--- src/rtl/mc_pkg.sv ---
package mc_pkg;

  typedef enum logic [1:0] {
    MODE_D    = 2'd0,
    MODE_T    = 2'd1,
    MODE_JK   = 2'd2,
    MODE_HOLD = 2'd3
  } ff_mode_t;

endpackage

--- src/rtl/mc_term_sum.sv ---
module mc_term_sum #(
  parameter int NUM_PT = 10
) (
  input  logic [NUM_PT-1:0] pt_i,
  input  logic [NUM_PT-1:0] mask_i,
  output logic              sum_o,
  output logic              j_o,
  output logic              k_o
);
  localparam int HALF = NUM_PT / 2;

  logic [NUM_PT-1:0] kept;

  for (genvar g = 0; g < NUM_PT; g++) begin : g_gate
    assign kept[g] = pt_i[g] & mask_i[g];
  end

  assign sum_o = |kept;
  assign j_o   = |kept[HALF-1:0];
  assign k_o   = |kept[NUM_PT-1:HALF];

  initial begin
    assert (NUM_PT >= 2) else $error("NUM_PT must be at least 2");
  end

endmodule

--- src/rtl/mc_store.sv ---
module mc_store
  import mc_pkg::*;
(
  input  logic       clk_i,
  input  logic       rst_i,
  input  logic [1:0] mode_i,
  input  logic       clk_src_i,
  input  logic       pt_clk_i,
  input  logic       glb_ce_i,
  input  logic       preset_i,
  input  logic       clear_i,
  input  logic       ld_i,
  input  logic       ld_data_i,
  input  logic       sum_i,
  input  logic       j_i,
  input  logic       k_i,
  output logic       q_o
);
  ff_mode_t mode;
  logic     ce;
  logic     q_upd;
  logic     q_nxt;
  logic     q;

  assign mode = ff_mode_t'(mode_i);
  assign ce   = clk_src_i ? pt_clk_i : glb_ce_i;

  always_comb begin
    unique case (mode)
      MODE_D:  q_upd = sum_i;
      MODE_T:  q_upd = q ^ sum_i;
      MODE_JK: q_upd = (j_i & ~q) | (~k_i & q);
      default: q_upd = q;
    endcase
  end

  always_comb begin
    if (clear_i)       q_nxt = 1'b0;
    else if (preset_i) q_nxt = 1'b1;
    else if (ld_i)     q_nxt = ld_data_i;
    else if (ce)       q_nxt = q_upd;
    else               q_nxt = q;
  end

  always_ff @(posedge clk_i) begin
    if (rst_i) q <= 1'b0;
    else       q <= q_nxt;
  end

  assign q_o = q;

  AST_CLEAR_WINS: assert property (@(posedge clk_i) disable iff (rst_i)
    clear_i |=> !q) else $error("clear");
  AST_PRESET_SETS: assert property (@(posedge clk_i) disable iff (rst_i)
    (preset_i && !clear_i) |=> q) else $error("preset");
  AST_LOAD_WRITES: assert property (@(posedge clk_i) disable iff (rst_i)
    (ld_i && !preset_i && !clear_i) |=> (q == $past(ld_data_i))) else $error("load");
  AST_IDLE_HOLDS: assert property (@(posedge clk_i) disable iff (rst_i)
    (!ld_i && !preset_i && !clear_i && !(clk_src_i ? pt_clk_i : glb_ce_i)) |=> $stable(q))
    else $error("hold");
  AST_D_FOLLOWS: assert property (@(posedge clk_i) disable iff (rst_i)
    (mode_i == 2'd0 && (clk_src_i ? pt_clk_i : glb_ce_i) && !ld_i && !preset_i && !clear_i)
    |=> (q == $past(sum_i))) else $error("d mode");

endmodule

--- src/rtl/mc_out_stage.sv ---
module mc_out_stage (
  input  logic comb_sel_i,
  input  logic pol_i,
  input  logic sum_i,
  input  logic q_i,
  input  logic oe_i,
  output logic pin_o,
  output logic pin_oe_o,
  output logic fb_o,
  output logic rd_o
);
  logic cell_raw;
  logic cell_val;

  assign cell_raw = comb_sel_i ? sum_i : q_i;
  assign cell_val = cell_raw ^ pol_i;

  assign pin_o    = cell_val;
  assign fb_o     = cell_val;
  assign rd_o     = cell_val;
  assign pin_oe_o = oe_i;

  always_comb begin
    AST_POL_INVERTS: assert (!(comb_sel_i && pol_i) || (pin_o != sum_i)) else $error("pol");
  end

endmodule

--- src/rtl/mc_output_cell.sv ---
module mc_output_cell #(
  parameter int NUM_PT = 10
) (
  input  logic              clk_i,
  input  logic              rst_i,
  input  logic [NUM_PT-1:0] pt_i,
  input  logic [NUM_PT-1:0] pt_mask_i,
  input  logic [1:0]        ff_mode_i,
  input  logic              comb_sel_i,
  input  logic              pol_i,
  input  logic              clk_src_i,
  input  logic              pt_clk_i,
  input  logic              glb_ce_i,
  input  logic              pt_preset_i,
  input  logic              pt_clear_i,
  input  logic              pt_oe_i,
  input  logic              ld_i,
  input  logic              ld_data_i,
  output logic              pin_o,
  output logic              pin_oe_o,
  output logic              fb_o,
  output logic              rd_o
);
  logic sum, j, k, q;

  mc_term_sum #(.NUM_PT(NUM_PT)) u_sum (
    .pt_i   (pt_i),
    .mask_i (pt_mask_i),
    .sum_o  (sum),
    .j_o    (j),
    .k_o    (k)
  );

  mc_store u_store (
    .clk_i     (clk_i),
    .rst_i     (rst_i),
    .mode_i    (ff_mode_i),
    .clk_src_i (clk_src_i),
    .pt_clk_i  (pt_clk_i),
    .glb_ce_i  (glb_ce_i),
    .preset_i  (pt_preset_i),
    .clear_i   (pt_clear_i),
    .ld_i      (ld_i),
    .ld_data_i (ld_data_i),
    .sum_i     (sum),
    .j_i       (j),
    .k_i       (k),
    .q_o       (q)
  );

  mc_out_stage u_out (
    .comb_sel_i (comb_sel_i),
    .pol_i      (pol_i),
    .sum_i      (sum),
    .q_i        (q),
    .oe_i       (pt_oe_i),
    .pin_o      (pin_o),
    .pin_oe_o   (pin_oe_o),
    .fb_o       (fb_o),
    .rd_o       (rd_o)
  );

  AST_RESET_ZERO: assert property (@(posedge clk_i)
    rst_i |=> (!comb_sel_i && !pol_i) |-> !pin_o) else $error("reset");

endmodule

--- config.mk ---
export PLATFORM = sky130hd
export DESIGN_NAME = mc_output_cell
export DESIGN_NICKNAME = d
export VERILOG_FILES = /design/src/rtl/mc_pkg.sv /design/src/rtl/mc_term_sum.sv /design/src/rtl/mc_store.sv /design/src/rtl/mc_out_stage.sv /design/src/rtl/mc_output_cell.sv
export SDC_FILE = /design/constraint.sdc
export NUM_CORES = 1
export LEC_CHECK = 0
export ABC_AREA = 1
export CAP_MARGIN = 0
export CORE_AREA = 2 2 39 41
export DETAILED_ROUTE_END_ITERATION = 10
export DIE_AREA = 0 0 41 43
export PLACE_DENSITY = 0.72
export SLEW_MARGIN = 20
export SYNTH_ARGS = -nofsm -noshare
export SYNTH_HDL_FRONTEND = slang
export SYNTH_SLANG_ARGS = --single-unit
--- constraint.sdc ---
create_clock -name clk_i -period 1.4 [get_ports clk_i]
set_clock_uncertainty 0.1 [all_clocks]
set_input_delay 0.14 -clock clk_i [delete_from_list [all_inputs] [get_ports clk_i]]
set_output_delay 0.14 -clock clk_i [all_outputs]
set_load 0.01 [all_outputs]
==> impl_results.md, run 1 <==
- Data arrival, critical path: 1090 ps
- Total Wirelength: 1140 um
- Worst vdd ir: 0.000137 V
- Setup_tns: 0 ps
- DR vias: 476
- Mapped Area: 302 sq um
- Final setup vio count: 0
- Min cycle time layout: between 1000 and 1500 ps
- Ys Warns: 0
- Sw Share: 0.370
- P_leak: about 0.4 nW
- Die area: between 1500 and 2000 sq um
- Antenna violations before repair: 0
- Share of the synthesized area in the top cell type: 0.274
- Fin util: 0.500
- # fillers: ~160
- Int Power: 0.000148 W
- CTS clock-pin slew for the worst setup and hold paths: 0 ps
- Die Y: 43 um
- Initial Utilization: 0.218
- Syn Nets: 92
- First-pass GRT wire length: 1720 um
- Fin. Hold Viols: 0
- Top cells by area, synth: nand2_1 27%, ha_1 12%, buf_4 7.5%, inv_1 7.5%, dfxtp_1 6.6%
- IO Pins: 38
- Average wire per standard cell: 10.1 um
- CP Buf/Inv Count: 2
- Drt drc: 0
- Final #Nets: between 100 and 150
- Clk Latency, worst-skew pair: 0 ps
- Antenna Cells: 0
- PD cells: 339 nW/um^2
- DR pass1 iterations: 4
- Max reg flops: 1
- Max-Cap Viols: 0
- Slowest library cell on the worst path: ha_4
- Crit end category: register
- Multi-input gate area: 297 sq um
- Seq pwr share: 0.136
- Final period utilization: 0.939
- Iter 0 DRT Violations: 1
- Crit-path cells: buf_2 -> inv_2 -> ha_4 -> o22ai_2 -> o21ai_2 -> nor2_2 -> nor3b_2 -> a21oi_2
- Status: complete, no violations
- Die width: around 40 um
- Detail Route Antenna Nets: 0
- CP Max Fanout: 2
- Worst Setup Start Kind: primary input
- FF/Latch Area: 20.0 sq um
- Switching power: between 0.00008 and 0.00009 W
- Core area: 1380 sq um
- WHS: 180 ps
- Sequential fraction of the synthesis area: 0.0664
- Logic pwr share: 0.864
- Final Slew Violations: 0
- Fmax achieved: 760 MHz
- Port bufs: 35
- Routability cong.: about 0.67
- Clock power share: 0
- RSZ-0062 raised after global routing: yes
- WS Path Type: primary input to register
- Top delay family on crit path: compound AO/OA/AOI/OAI gates
- All-Layer GR Usage: 0.135
- Routed vias/inst: 4.21
- Max_slew headroom: 0.879
- Row count: 14
- CP peak stage delay: about 270 ps
- Post-synthesis cell count: 55
- Layout area overhead: 129%
- Vias in the first global route: 482
- CP Data Required Time: 1180 ps
- Fraction of final layout cells sized beyond drive strength 1: 0.598
- Worst slew pin tran: 181 ps
- Synthesized area per cell: 5.48 sq um
- #FFs+latches synth: 1
- Placed Cells: 112
- Layout Cells excl Fill: 113
- Synth cell types: 15
- Largest net degree at the start of global routing: 4
- Dpl hpwl: 841 um
- GRT overflow: 0
- HP Class: primary input to output port
- Cell taking the most area after synthesis: nand2_1
## layout make-up
cell class                 count  area share
timing repair buffer          45       0.481
multi-input combinational     45       0.429
inverter                       6      0.0325
sequential                     1      0.0289
tap                           16      0.0289
## logic make-up after synthesis
family	after synthesis	share of synthesized area
simple gates	36	0.531
buf+inv	9	0.149
compound gates	5	0.0996
fa+ha+maj	3	0.124
xor+xnor	1	0.0291
flops	1	0.0664
## power groups by stage
stage	clock network (W)	registers (W)	logic [W]
6_report	0	0.0000319	0.000203
5_1_grt	0	0.0000325	0.000225
4_1_cts	0	0.0000320	0.000200
3_5_place_dp	0	0.0000320	0.000211
3_3_place_gp	0	0.0000319	0.000207
2_1_floorplan	0	0.0000324	0.0000795
## path summary, 6_finish.rpt
path / startpoint / end / slack (ps) / cells after the start
hold reg to reg: u_store.q_o / u_store.q_o / 580 / 5
setup reg to reg: u_store.q_o / u_store.q_o / 250 / 9
setup / recovery: ff_mode_i[1] / u_store.q_o / 80 / 8
hold / removal: pt_oe_i / pin_oe_o / 180 / 0
## synthesized netlist by cell type
cell / number
nand2_1: 22
inv_1: 6
nor2_1: 5
buf_4: 3
ha_1: 3
nand2_2: 3
o21ai_0: 3
nand3_1: 2
nor2_2: 2
a21oi_2: 1
dfxtp_1: 1
nand3_2: 1
nor3b_1: 1
o22ai_1: 1
xor2_1: 1
## per-layer routing
metal  up-vias  wire, um  GRT usage
met1       201       359      0.117
li1        251         -          -
met4         0         0          0
met5         -         0          0
met3         0        83    0.00524
met2        24       700      0.303
## layout by cell type, fill, tap and decap left out
cell type | netlist | final
nor3b_2 | 0 | 1
clkbuf_2 | 0 | 17
nand3_2 | 1 | 2
buf_2 | 0 | 5
nor2_1 | 5 | 2
ha_4 | 0 | 1
o21ai_0 | 3 | 1
nor2_4 | 0 | 1
dfxtp_1 | 1 | 1
a21oi_2 | 1 | 1
o21ai_1 | 0 | 1
clkdlybuf4s50_1 | 0 | 6
nand3_1 | 2 | 1
buf_4 | 3 | 9
dlymetal6s2s_1 | 0 | 4
inv_1 | 6 | 4
nand2_2 | 3 | 9
ha_1 | 3 | 2
o21ai_2 | 0 | 1
nor2_2 | 2 | 4
o22ai_2 | 0 | 1
inv_2 | 0 | 2
xor2_1 | 1 | 1
nand2_1 | 22 | 16
buf_6 | 0 | 4
## metrics by stage
stage                     cell area (sq um)  total power [W]  setup slack (ps)
after global routing                    692         0.000257             -12.1
after global placement                  717         0.000239              -623
final                                   692         0.000234              84.7
after CTS                               738         0.000232              4.61
after floorplan                         302         0.000112              72.5
after detailed placement                717         0.000243              -653
## what timing repair did
action                     CTS  global route
pin swaps                   24            27
hold buffers                 0             0
setup endpoints to repair    4             4
buffers inserted             1             0
gates resized for setup     60            47
Note: power is estimated with default switching activity, not from simulation.
==> run 2, diff against run 1 <==
--- a/config.mk
+++ b/config.mk
@@ -10,7 +10,7 @@
 export CORE_AREA = 2 2 39 41
 export DETAILED_ROUTE_END_ITERATION = 10
 export DIE_AREA = 0 0 41 43
-export PLACE_DENSITY = 0.72
+export DONT_BUFFER_PORTS = 1
 export SLEW_MARGIN = 20
 export SYNTH_ARGS = -nofsm -noshare
 export SYNTH_HDL_FRONTEND = slang
==> constraint.sdc (replaced) <==
create_clock -name clk_i -period 1.07 [get_ports clk_i]
set_clock_uncertainty 0.1 [all_clocks]
set_input_delay 0.107 -clock clk_i [delete_from_list [all_inputs] [get_ports clk_i]]
set_output_delay 0.107 -clock clk_i [all_outputs]
set_load 0.01 [all_outputs]
==> run 2 against run 1 <==
  * The flow now finishes with violations (setup timing)
  * Sequential share of layout area is 1.4 points higher
  * Die area stayed put
  * Final cell count is 36% lower
  * Power is 12% lower
  * First-iteration DRC count is 100% lower
  * Worst hold slack worse by 66 ps
  * Via count is 33% lower
  * Cell area is 29% lower
  * Sequential power is 35% higher
  * Global-route usage is 6.2 points lower
  * Critical path type unchanged
  * Largest power group unchanged
==> impl_results.md, run 2 (synthesis gave the netlist of run 1 again) <==
- Die area: 1760 sq um
- Vias in the first global route: around 290
- Fin. Hold Viols: 0
- CP peak stage delay: 220 ps
- PD cells: 418 nW/um^2
- FF/Latch Area: 21.3 sq um
- Final #Nets: 95
- WS Path Type: primary input to register
- Fmax achieved: slightly above 900 MHz
- Max-Cap Viols: 0
- GRT overflow: 0
- Max_slew headroom: 0.887
- Worst Setup Start Kind: primary input
- Final setup vio count: 1
- Slowest library cell on the worst path: ha_4
- RSZ-0062 raised after global routing: yes
- Data arrival, critical path: a little under 900 ps
- Routed vias/inst: 4.44
- Row count: 14
- Average wire per standard cell: 9.04 um
- Worst Hold Depth: 0
- Clk Latency, worst-skew pair: 0 ps
- CTS clock-pin slew for the worst setup and hold paths: 0 ps
- Total Wirelength: 651 um
- Max reg flops: 1
- Layout area overhead: 63.5%
- Commonest non-fill, non-tap cell in the layout: nand2_1
- Largest net degree at the start of global routing: 5
- Routability cong.: 0.670
- Dpl ws: -87.3 ps
- Failing checks: setup timing
- Iter 0 DRT Violations: 0
- Worst vdd ir: roughly 0.00016 V
- First-pass GRT wire length: just under 1000 um
- Antenna Cells: 0
- DR vias: 320
- Detail Route Antenna Nets: 0
- Final WS setup: -28.7 ps
- CP Max Fanout: 2
- Cts hold-fix bufs: 0
- Fraction of final layout cells sized beyond drive strength 1: 0.500
- CP Data Required Time: 850 ps
- Crit end category: register
- Die Y: ~43 um
- # fillers: 160
- Power after layout: ~0.00021 W
- Port bufs: 0
- Dpl hpwl: a little over 600 um
- Final Slew Violations: 0
- HP Start: pt_oe_i
- End of the worst hold path: pin_oe_o
- Die width: 41 um
- Status: complete, but fails checks
- Crit-path cells: inv_6 -> ha_4 -> o22ai_2 -> o21ai_1 -> nor2_1 -> nand2_1 -> nand2_1 -> a21oi_2
- Most frequent cells in the layout: 13 x nand2_1, 6 x nand2_2, 5 x nor2_1
- Worst reg2reg endpoint: u_store.q_o
- HP Class: primary input to output port
- DR pass1 iterations: 1
- Setup_tns: -28.7 ps
- Cell mode on critical path: nand2_1
- Worst r2r src: u_store.q_o
- Antenna violations before repair: 0
- Core area: around 1400 sq um
- All-Layer GR Usage: 0.0731
- Reg2Reg Depth: 8
- Min cycle time layout: 1100 ps
- Multi-input gate area: 382 sq um
- Worst slew pin tran: 169 ps
- Initial Utilization: 0.218
- P_leak: 0.214 nW
- IO Pins: 38
- Final period utilization: 1.03
- R2r setup slk: 30 ps
- Drt drc: 0
[run 2: changes by cell type in the layout (fill, tap and decap cells not counted), moves of 3 or more]
cell | before | now
nand2_2 | 9 | 6
clkdlybuf4s50_1 | 6 | 0
nand2_8 | 0 | 4
buf_6 | 4 | 0
nor2_1 | 2 | 5
nor2_2 | 4 | 0
nand2_1 | 16 | 13
buf_2 | 5 | 0
buf_4 | 9 | 4
clkbuf_2 | 17 | 0
dlymetal6s2s_1 | 4 | 0
[run 2: worst max-delay path, delay by kind of cell]
family | cells | cell delay, ps
AO/OA/AOI/OAI | 3 | 230
adder cells (fa/ha/maj) | 1 | 220
buffers and inverters | 1 | 20
AND/OR/NAND/NOR | 3 | 290
[run 2: power breakdown]
| part | leakage (nW) | internal [W] | switching, W |
|---|---|---|---|
| combinational | 0.206 | 0.0000858 | 0.0000772 |
| clock | 0 | 0 | 0 |
| sequential | 0.00861 | 0.0000412 | 0.00000192 |
| total | 0.214 | 0.000127 | 0.0000791 |
[run 2: through the flow]
stage / utilization / std cells / hold WS, ps / instance area [sq um]
2_1_floorplan: - / 55 / 153 / 378
3_3_place_gp: 0.293 / 72 / 114 / 405
3_5_place_dp: 0.293 / 72 / 114 / 405
4_1_cts: 0.305 / 72 / 114 / 422
5_1_grt: 0.356 / 72 / 114 / 493
6_report: 0.356 / 72 / 114 / 493
[run 2: how the worst max path moves through the flow]
stage / startpoint / end / slack (ps) / cells after the start
4_1_cts: ff_mode_i[1] / u_store.q_o / -50 / 7
3_3_place_gp: ff_mode_i[1] / u_store.q_o / -50 / 8
6_report: ff_mode_i[0] / u_store.q_o / -30 / 8
2_1_floorplan: pt_i[9] / pin_o / -140 / 8
3_5_place_dp: ff_mode_i[1] / u_store.q_o / -90 / 8
5_1_grt: ff_mode_i[1] / u_store.q_o / -100 / 7
[run 2: final cells by class]
class                      count  share of cell area
timing repair buffer           4              0.0609
multi-input combinational     45               0.774
inverter                       6              0.0812
tap                           16              0.0406
sequential                     1              0.0431
[run 2: routing by layer]
layer	global-route usage	wire, um	vias up
li1	-	-	171
met1	0.0828	206	131
met2	0.144	348	18
met3	0.00524	96	0
met4	0	0	0
met5	0	0	-
[run 2: repair_timing]
action,in CTS,in global routing
pin swaps,9,8
resized for setup,4,11
buffers inserted,0,0
setup endpoints to repair,4,4
==> run 3, diff against run 2 <==
--- a/config.mk
+++ b/config.mk
@@ -6,7 +6,6 @@
 export NUM_CORES = 1
 export LEC_CHECK = 0
 export ABC_AREA = 1
-export CAP_MARGIN = 0
 export CORE_AREA = 2 2 39 41
 export DETAILED_ROUTE_END_ITERATION = 10
 export DIE_AREA = 0 0 41 43
==> results of run 3 <==
The final DEF is identical to that of run 2; final timing and power are the same.
